## src/rtl/pcihd_pkg.sv

```systemverilog
package pcihd_pkg;
  typedef enum logic [2:0] {
    TGT_NONE = 3'd0,
    TGT_CFG  = 3'd1,
    TGT_IO   = 3'd2,
    TGT_IACK = 3'd3,
    TGT_MEM  = 3'd4
  } target_e;
endpackage

```

## src/rtl/pcihd_cfg_xlate.sv

```systemverilog
module pcihd_cfg_xlate #(
  parameter int ADDR_W = 32,
  parameter int SEL_LSB = 11,
  parameter int SEL_N = 11,
  parameter int OUT_W = 16
) (
  input  logic [ADDR_W-1:0] addr,
  output logic [OUT_W-1:0]  cfg_addr
);
  localparam int IDX_W = OUT_W - SEL_LSB;

  logic [IDX_W-1:0] idx;

  // lowest set select bit wins; no bit set gives SEL_N
  always_comb begin
    idx = IDX_W'(SEL_N);
    for (int k = SEL_N - 1; k >= 0; k--) begin
      if (addr[SEL_LSB + k]) idx = IDX_W'(k);
    end
  end

  assign cfg_addr = {idx, addr[SEL_LSB-1:0]};
endmodule

```

## src/rtl/pcihd_io_xlate.sv

```systemverilog
module pcihd_io_xlate #(
  parameter int ADDR_W = 32,
  parameter int PORT_W = 16,
  parameter int LOW_KEEP = 5,
  parameter int PAGE_LSB = 12
) (
  input  logic [ADDR_W-1:0] addr,
  input  logic              sparse_mode,
  output logic [PORT_W-1:0] port_addr
);
  localparam int HI_W = PORT_W - LOW_KEEP;

  logic [PORT_W-1:0] flat_addr;
  logic [PORT_W-1:0] packed_addr;

  assign flat_addr   = addr[PORT_W-1:0];
  assign packed_addr = {addr[PAGE_LSB+HI_W-1:PAGE_LSB], addr[LOW_KEEP-1:0]};
  assign port_addr   = sparse_mode ? packed_addr : flat_addr;
endmodule

```

## src/rtl/pcihd_region_decode.sv

```systemverilog
module pcihd_region_decode
  import pcihd_pkg::*;
#(
  parameter logic [31:0] IO_BASE     = 32'h8000_0000,
  parameter logic [31:0] SPARSE_SIZE = 32'h0080_0000,
  parameter logic [31:0] IO_SIZE     = 32'h3F80_0000,
  parameter logic [31:0] CFG_BASE    = 32'h8080_0000,
  parameter logic [31:0] CFG_SIZE    = 32'h0040_0000,
  parameter logic [31:0] IACK_ADDR   = 32'hBFFF_FFF0,
  parameter logic [31:0] MEM_BASE    = 32'hC000_0000
) (
  input  logic [31:0] addr,
  input  logic        write,
  input  logic [2:0]  size,
  output target_e     target,
  output logic        sparse_hit,
  output logic        err
);
  localparam logic [31:0] SPARSE_END = IO_BASE + SPARSE_SIZE;
  localparam logic [31:0] IO_END     = IO_BASE + IO_SIZE;
  localparam logic [31:0] CFG_END    = CFG_BASE + CFG_SIZE;

  logic size_ok;
  assign size_ok = (size == 3'd1) || (size == 3'd2) || (size == 3'd4);

  always_comb begin
    target     = TGT_NONE;
    sparse_hit = 1'b0;
    err        = 1'b0;
    if (!size_ok) begin
      err = 1'b1;
    end else if (addr == IACK_ADDR) begin
      if (!write && size == 3'd1) target = TGT_IACK;
      else err = 1'b1;
    end else if (addr >= MEM_BASE) begin
      target = TGT_MEM;
    end else if (addr >= CFG_BASE && addr < CFG_END) begin
      target = TGT_CFG;
    end else if (addr >= IO_BASE && addr < SPARSE_END) begin
      target     = TGT_IO;
      sparse_hit = 1'b1;
    end else if (addr >= IO_BASE && addr < IO_END) begin
      target = TGT_IO;
    end else begin
      err = 1'b1;
    end
  end
endmodule

```

## src/rtl/pcihd_irq_router.sv

```systemverilog
module pcihd_irq_router #(
  parameter int NUM_DEV = 4,
  parameter int PINS = 4,
  parameter int LINES = 2
) (
  input  logic                    clk,
  input  logic                    rst,
  input  logic [NUM_DEV*PINS-1:0] pin_level,
  output logic [LINES-1:0]        line_out
);
  logic [LINES-1:0] line_c;

  for (genvar l = 0; l < LINES; l++) begin : g_line
    always_comb begin
      line_c[l] = 1'b0;
      for (int d = 0; d < NUM_DEV; d++) begin
        for (int n = 0; n < PINS; n++) begin
          if (((n + d) % LINES) == l) line_c[l] = line_c[l] | pin_level[d*PINS+n];
        end
      end
    end
  end

  always_ff @(posedge clk) begin
    if (rst) line_out <= '0;
    else     line_out <= line_c;
  end
endmodule

```

## src/rtl/pci_host_addr_decode.sv

```systemverilog
module pci_host_addr_decode
  import pcihd_pkg::*;
#(
  parameter int NUM_DEV = 4,
  parameter int VEC_W = 8
) (
  input  logic                 clk,
  input  logic                 rst,
  input  logic                 req_valid,
  input  logic [31:0]          req_addr,
  input  logic                 req_write,
  input  logic [2:0]           req_size,
  input  logic                 mode_set,
  input  logic                 mode_level,
  input  logic [VEC_W-1:0]     iack_vector,
  input  logic [NUM_DEV*4-1:0] dev_irq,
  output logic                 rsp_valid,
  output logic [2:0]           rsp_target,
  output logic [31:0]          rsp_addr,
  output logic                 rsp_write,
  output logic [2:0]           rsp_size,
  output logic                 rsp_error,
  output logic [VEC_W-1:0]     rsp_iack_data,
  output logic [1:0]           irq_line
);
  localparam logic [31:0] IO_BASE  = 32'h8000_0000;
  localparam logic [31:0] MEM_BASE = 32'hC000_0000;
  localparam int PORT_W = 16;

  logic        mode_q;
  target_e     hit;
  logic        sparse_hit;
  logic        dec_err;
  logic [PORT_W-1:0] cfg_addr;
  logic [PORT_W-1:0] io_addr;
  logic [31:0] next_addr;

  pcihd_region_decode i_region (
    .addr(req_addr), .write(req_write), .size(req_size),
    .target(hit), .sparse_hit(sparse_hit), .err(dec_err)
  );

  pcihd_cfg_xlate #(.OUT_W(PORT_W)) i_cfg (
    .addr(req_addr), .cfg_addr(cfg_addr)
  );

  pcihd_io_xlate #(.PORT_W(PORT_W)) i_io (
    .addr(req_addr), .sparse_mode(mode_q), .port_addr(io_addr)
  );

  pcihd_irq_router #(.NUM_DEV(NUM_DEV), .PINS(4), .LINES(2)) i_irq (
    .clk(clk), .rst(rst), .pin_level(dev_irq), .line_out(irq_line)
  );

  always_comb begin
    unique case (hit)
      TGT_CFG: next_addr = 32'(cfg_addr);
      TGT_IO:  next_addr = sparse_hit ? 32'(io_addr) : (req_addr - IO_BASE);
      TGT_MEM: next_addr = req_addr - MEM_BASE;
      default: next_addr = '0;
    endcase
  end

  always_ff @(posedge clk) begin
    if (rst) mode_q <= 1'b0;
    else if (mode_set) mode_q <= mode_level;
  end

  always_ff @(posedge clk) begin
    if (rst) begin
      rsp_valid     <= 1'b0;
      rsp_target    <= 3'd0;
      rsp_addr      <= '0;
      rsp_write     <= 1'b0;
      rsp_size      <= '0;
      rsp_error     <= 1'b0;
      rsp_iack_data <= '0;
    end else begin
      rsp_valid     <= req_valid;
      rsp_target    <= req_valid ? hit : TGT_NONE;
      rsp_addr      <= req_valid ? next_addr : '0;
      rsp_write     <= req_write;
      rsp_size      <= req_size;
      rsp_error     <= req_valid & dec_err;
      rsp_iack_data <= (req_valid && hit == TGT_IACK) ? iack_vector : '0;
    end
  end
endmodule

```

## config.mk

```make
export PLATFORM = sky130hd
export DESIGN_NAME = pci_host_addr_decode
export DESIGN_NICKNAME = d
export VERILOG_FILES = /design/src/rtl/pcihd_pkg.sv /design/src/rtl/pcihd_cfg_xlate.sv /design/src/rtl/pcihd_io_xlate.sv /design/src/rtl/pcihd_region_decode.sv /design/src/rtl/pcihd_irq_router.sv /design/src/rtl/pci_host_addr_decode.sv
export SDC_FILE = /design/constraint.sdc
export NUM_CORES = 1
export LEC_CHECK = 0
export BUFFER_PORTS_ARGS = -buffer_cell sky130_fd_sc_hd__buf_2
export CAP_MARGIN = 20
export CORE_MARGIN = 2
export CORE_UTILIZATION = 35
export DETAILED_ROUTE_END_ITERATION = 16
export SLEW_MARGIN = 10
export SYNTH_ARGS = -nofsm -noshare
export SYNTH_HDL_FRONTEND = slang
export SYNTH_SLANG_ARGS = --single-unit
```

## constraint.sdc

```tcl
create_clock -name clk -period 2.8 [get_ports clk]
set_input_delay 0.28 -clock clk [delete_from_list [all_inputs] [get_ports clk]]
set_output_delay 0.28 -clock clk [all_outputs]
set_load 0.02 [all_outputs]
```

# Word level (Yosys, flattened, before mapping)
# Cells that the tools add are included.
# word_totals
ff_bits	52
in_bits	65
out_inout_bits	51
wordCells	85
# op_classes
addsub	2
order_cmp	6
n_eq_ne	8
mux	33
bitwise	17
n_reduce_logical	10
# ops
operator	count
$ge 32x32->1 const B	3
$lt 32x32->1 const B	3
$pmux 32 s3	1
$sub 32x32->32 const B	2
$eq 32x32->1 const B	1
$mux 32	1
$mux 4	8
$mux 16	1
$mux 3	5
$or 1x1->1	14
$mux 1	13
$eq 3x2->1 const B	3
$mux 2	4
$eq 3x1->1 const B	2
$eq 3x3->1 const B	2
$logic_and 1x1->1	5
$reduce_or 2->1	2
$logic_or 1x1->1	2
$not 1->1	2
$and 1x1->1	1
$logic_not 1->1	1

# Depth between registers and ports, before layout
# logic_depth
depth_word	12
mapped_depth	11
depth_no_buf	8

# By module
# A second synthesis with hierarchy kept.
# unflattened
hier_cells	265
area_unflattened_um2	2623.8
# modules_own_cells
module	instances	cells_per_inst	area_each_um2	seq_area_each_um2
pci_host_addr_decode	1	177	1883.1	1001.0
pcihd_region_decode	1	33	251.5	0.0
pcihd_io_xlate	1	17	210.2	0.0
pcihd_cfg_xlate	1	30	203.9	0.0
pcihd_irq_router	1	8	75.1	40.0

# Worst setup path after synthesis
# No wires, ideal clock.
# synth_timing
path_kind	input to register
start	in req_addr[13]
end	reg rsp_addr[15]
setup_time_ns	0.092
arrival_time_ns	2.221
t_required_ns	2.708
setup_slack_ns	0.488
stages	8
path_buffers	2
path_cell_list	buf_2 -> or4_1 -> nor4_4 -> a31oi_1 -> a31oi_2 -> buf_4 -> nand4_1 -> a311oi_1
# synth_via
elab_chain_cells	10
word_cells_on_any_way	28
cone_classes	2 x add/sub; 6 x order compare; 4 x eq/ne; 13 x mux; 3 x reduce/logical
# synth_lines
element	line	source
start, declared	pci_host_addr_decode.sv:10	input logic [31:0] req_addr,
$ge 32x32->1 or $lt 32x32->1 (tied branches)	pcihd_region_decode.sv:39, pcihd_region_decode.sv:42	
$logic_and 1x1->1	pcihd_region_decode.sv:42	end else if (addr >= IO_BASE && addr < IO_END) begin
$mux 2	pcihd_region_decode.sv:42	
$mux 3	pcihd_region_decode.sv:39	end else if (addr >= IO_BASE && addr < SPARSE_END) begin
$mux 3	pcihd_region_decode.sv:37	end else if (addr >= CFG_BASE && addr < CFG_END) begin
$mux 3	pcihd_region_decode.sv:35	end else if (addr >= MEM_BASE) begin
$mux 3	pcihd_region_decode.sv:32	end else if (addr == IACK_ADDR) begin
$mux 3	pcihd_region_decode.sv:30	if (!size_ok) begin
$eq 3x3->1, or another cell as far along	pci_host_addr_decode.sv:56	unique case (hit)
$pmux 32 s3 (*)	pci_host_addr_decode.sv:56	
end signal, assigned	pci_host_addr_decode.sv:81	rsp_addr <= req_valid ? next_addr : '0;
end, declared	pci_host_addr_decode.sv:19	output logic [31:0] rsp_addr,
# Every way passes the cells marked *; elsewhere a longest branch is shown, timed or not.
# A chain may end at the register's enable or synchronous reset.

# Worst setup path in the final report
# layout_timing
start	in req_addr[15]
end	reg rsp_addr[15]
# The elaborated chain is that of the path after synthesis.

==> metrics.txt <==
FF/Latch Area 1040 µm²; multi-input logic area 1230 µm²; # rows 29; Cell variety after synth 51; Relative slew margins 37.8%; leakage 1.39 nW; final instance area 3200 µm²; Crit Path Class in2reg; most common cell in the synthesized netlist dfxtp_1; GP Congestion 0.974; crit path cell chain buf_2, or4_1, nor4_4, a31oi_1, a31oi_2, buf_4, nand4_1, a311oi_1; achievable frequency 415 MHz; VDD IR max 318 µV; drc violations 0; post-CTS resize count 0; largest net degree at the start of global routing 23; final hold vios 0; Gate Count Post-Synth 253; Starting DRT DRC Count 100; r2r worst-path depth 6; CTS sink cnt 52; Avg Vias per Cell 5.34; Critical Path AT 2.60 ns; Final #Nets 442; count of buffer and inverter cells on the critical path 2; layout cells sized above 1 43.1%; total routed wirelength 6990 µm; postcts setup bufs 0; crit share post-route 86.1%; setup_tns 0 ns; Hold Path Class in2reg; worst hold start req_addr[27]; TritonCTS buffer count 5; reg2reg start mode_q; Area Overhead vs Synth 35.3%; Diodes inserted 0; grt ovf 0; initial cell density of the core 36.6%; CP Launch Point req_addr[15]; flops & latches, synth 52; vias in the first global route 2213; TritonRoute pass-1 iters 4; clock latency on the worst-skew pair 0.30 ns; Final Max Slew Viols 0; Avg Inst Size Synth 9.35 µm²; Mapped Area 2360 µm²; GRT Resource Usage Total 18.4%; RSZ-0062 raised after global routing false; pre-CTS setup slack 0.0900 ns; ranking of synthesized cells by area dfxtp_1, a211oi_2, nor2_1; clock skew 0.00343 ns; post-synthesis sequential area ratio 44.0%; input/output buffers 115; placed inst area 3080 µm²; DP HPWL 5350 µm; CP endpoint rsp_addr[15]; CP Max Fanout 9; Die X-Extent 86.2 µm; first-pass GRT wire length 10800 µm; initial antenna violation count 0; Worst path slowest cell or4_1; Ys Warns 0; critical path's top delay family simple AND/OR/NAND/NOR gates; # hold bufs at CTS 0; FF-to-FF setup slack 0.66 ns; syn nets 320; Routed WL per cell 15.4 µm; Synth Flop Type dfxtp_1; r2r endpoint rsp_addr[15]; CP required 2.99 ns; die height 86.2 µm; Final ANT Viol Nets 0; number of enable flip-flop cells after synthesis 0; TritonCTS clock tree yes; Worst Setup Start Kind input port; Worst Tran Pin Value 0.929 ns; status finished, final reports clean; root buffer cell clkbuf_8; clk buf depth 2; I/O pin count 116; final setup vio count 0; WP depth 8; Die Area 7430 µm²; worst setup margin 0.388 ns; Post-synth top cells dfxtp_1, nor2_1, nand2_1, nand4_1, nor3b_1; core area 6460 µm²; CTS H-tree lvls 2; critical path's largest stage delay 0.62 ns; post-synth top area cell dfxtp_1; top-area cell type share of the netlist area 44.0%; share of flip-flops with an asynchronous set or reset 0%; post-layout min period 2.41 ns; Vias 2417; CTS clock-pin slew for the worst setup and hold paths 0.09 ns; Setup crit end kind register; pwr dens 487 nW/µm²; Fillers 639; number of max-cap violations 0
==> worst min-delay path: cells and delay by family <==
| family | cells | cell delay [ns] |
|---|---|---|
| AND/OR/NAND/NOR | 2 | 0.09 |
| buffers and inverters | 1 | 0.12 |
==> metrics by stage <==
stage / cells / hold slack [ns] / util (%) / power [mW]
final: 453 / 0.215 / 49.5 / 1.56
after global routing: 453 / 0.215 / 49.5 / 1.63
after CTS: 453 / 0.206 / 49.5 / 1.57
after detailed placement: 445 / 0.524 / 47.7 / 1.03
after global placement: 445 / 0.521 / 47.7 / 1.03
after floorplan: 253 / 0.349 / - / 0.907
==> state kept, by name, indices dropped and copies added, names as in the netlist <==
register / count
rsp_target: 3
rsp_write: 1
mode_q: 1
rsp_valid: 1
rsp_iack_data: 8
rsp_addr: 32
i_irq.line_out: 2
rsp_error: 1
rsp_size: 3
==> report_power, final <==
part | internal [mW] | total (mW) | switching [mW]
combinational | 0.103 | 0.256 | 0.153
clock | 0.293 | 0.542 | 0.250
sequential | 0.754 | 0.758 | 0.00377
total | 1.15 | 1.56 | 0.407
==> layer usage <==
layer / track usage [%] / up-vias / share of wire [%]
met5: 0 / - / 0
met4: 4.40 / 0 / 1.3
met3: 3.90 / 7 / 6.8
li1: - / 1191 / -
met1: 24.5 / 1121 / 46
met2: 30.6 / 98 / 46
==> cell type report <==
cell class	count	area share, %
multi-input cells	179	38.4
flip-flops and latches	52	32.5
repair buffers	129	21.3
well taps	77	3.01
clock buffers	6	2.58
clock inverters	2	1.21
inverters	8	0.939
==> cell families (layout without fill, tap and decap cells) <==
group / after synthesis / count (layout) / share of synthesized area (%)
buffers and inverters: 22 / 145 / 3.97
and+or+nand+nor: 119 / 119 / 30.1
xor gates and xnor gates: 1 / 1 / 0.370
AOI/OAI and AO/OA: 52 / 52 / 18.2
muxes: 5 / 5 / 2.33
DFF: 52 / 52 / 44.0
adders and majority gates: 2 / 2 / 1.06
==> worst min path at each step <==
stage,end,slack [ns],cells past startpoint
after floorplan,i_irq.line_out[0],0.35,1
after global routing,rsp_addr[25],0.22,3
final,rsp_addr[27],0.21,3
after detailed placement,mode_q,0.52,2
after global placement,rsp_write,0.52,2
after CTS,rsp_addr[25],0.21,3
==> cell usage in the layout, fill, tap and decap left out, types with 3 or more instances in the layout <==
cell and count:
mux2_2 4, nand4_1 13, a211oi_1 6, nand3_1 8
nor2_1 22, or4_1 5, nor4_1 9, nand2_1 16
buf_2 115, a31oi_1 4, clkbuf_8 6, or3_1 4
a32oi_1 4, nor3_1 5, a41oi_1 4, nor2b_1 9
nor3b_1 11, o21ai_0 3, a21oi_1 6, dfxtp_1 52
inv_1 8, a31o_2 4, a211oi_2 7, nor4b_1 3
buf_4 14
Power figures use the tool's default switching activity.
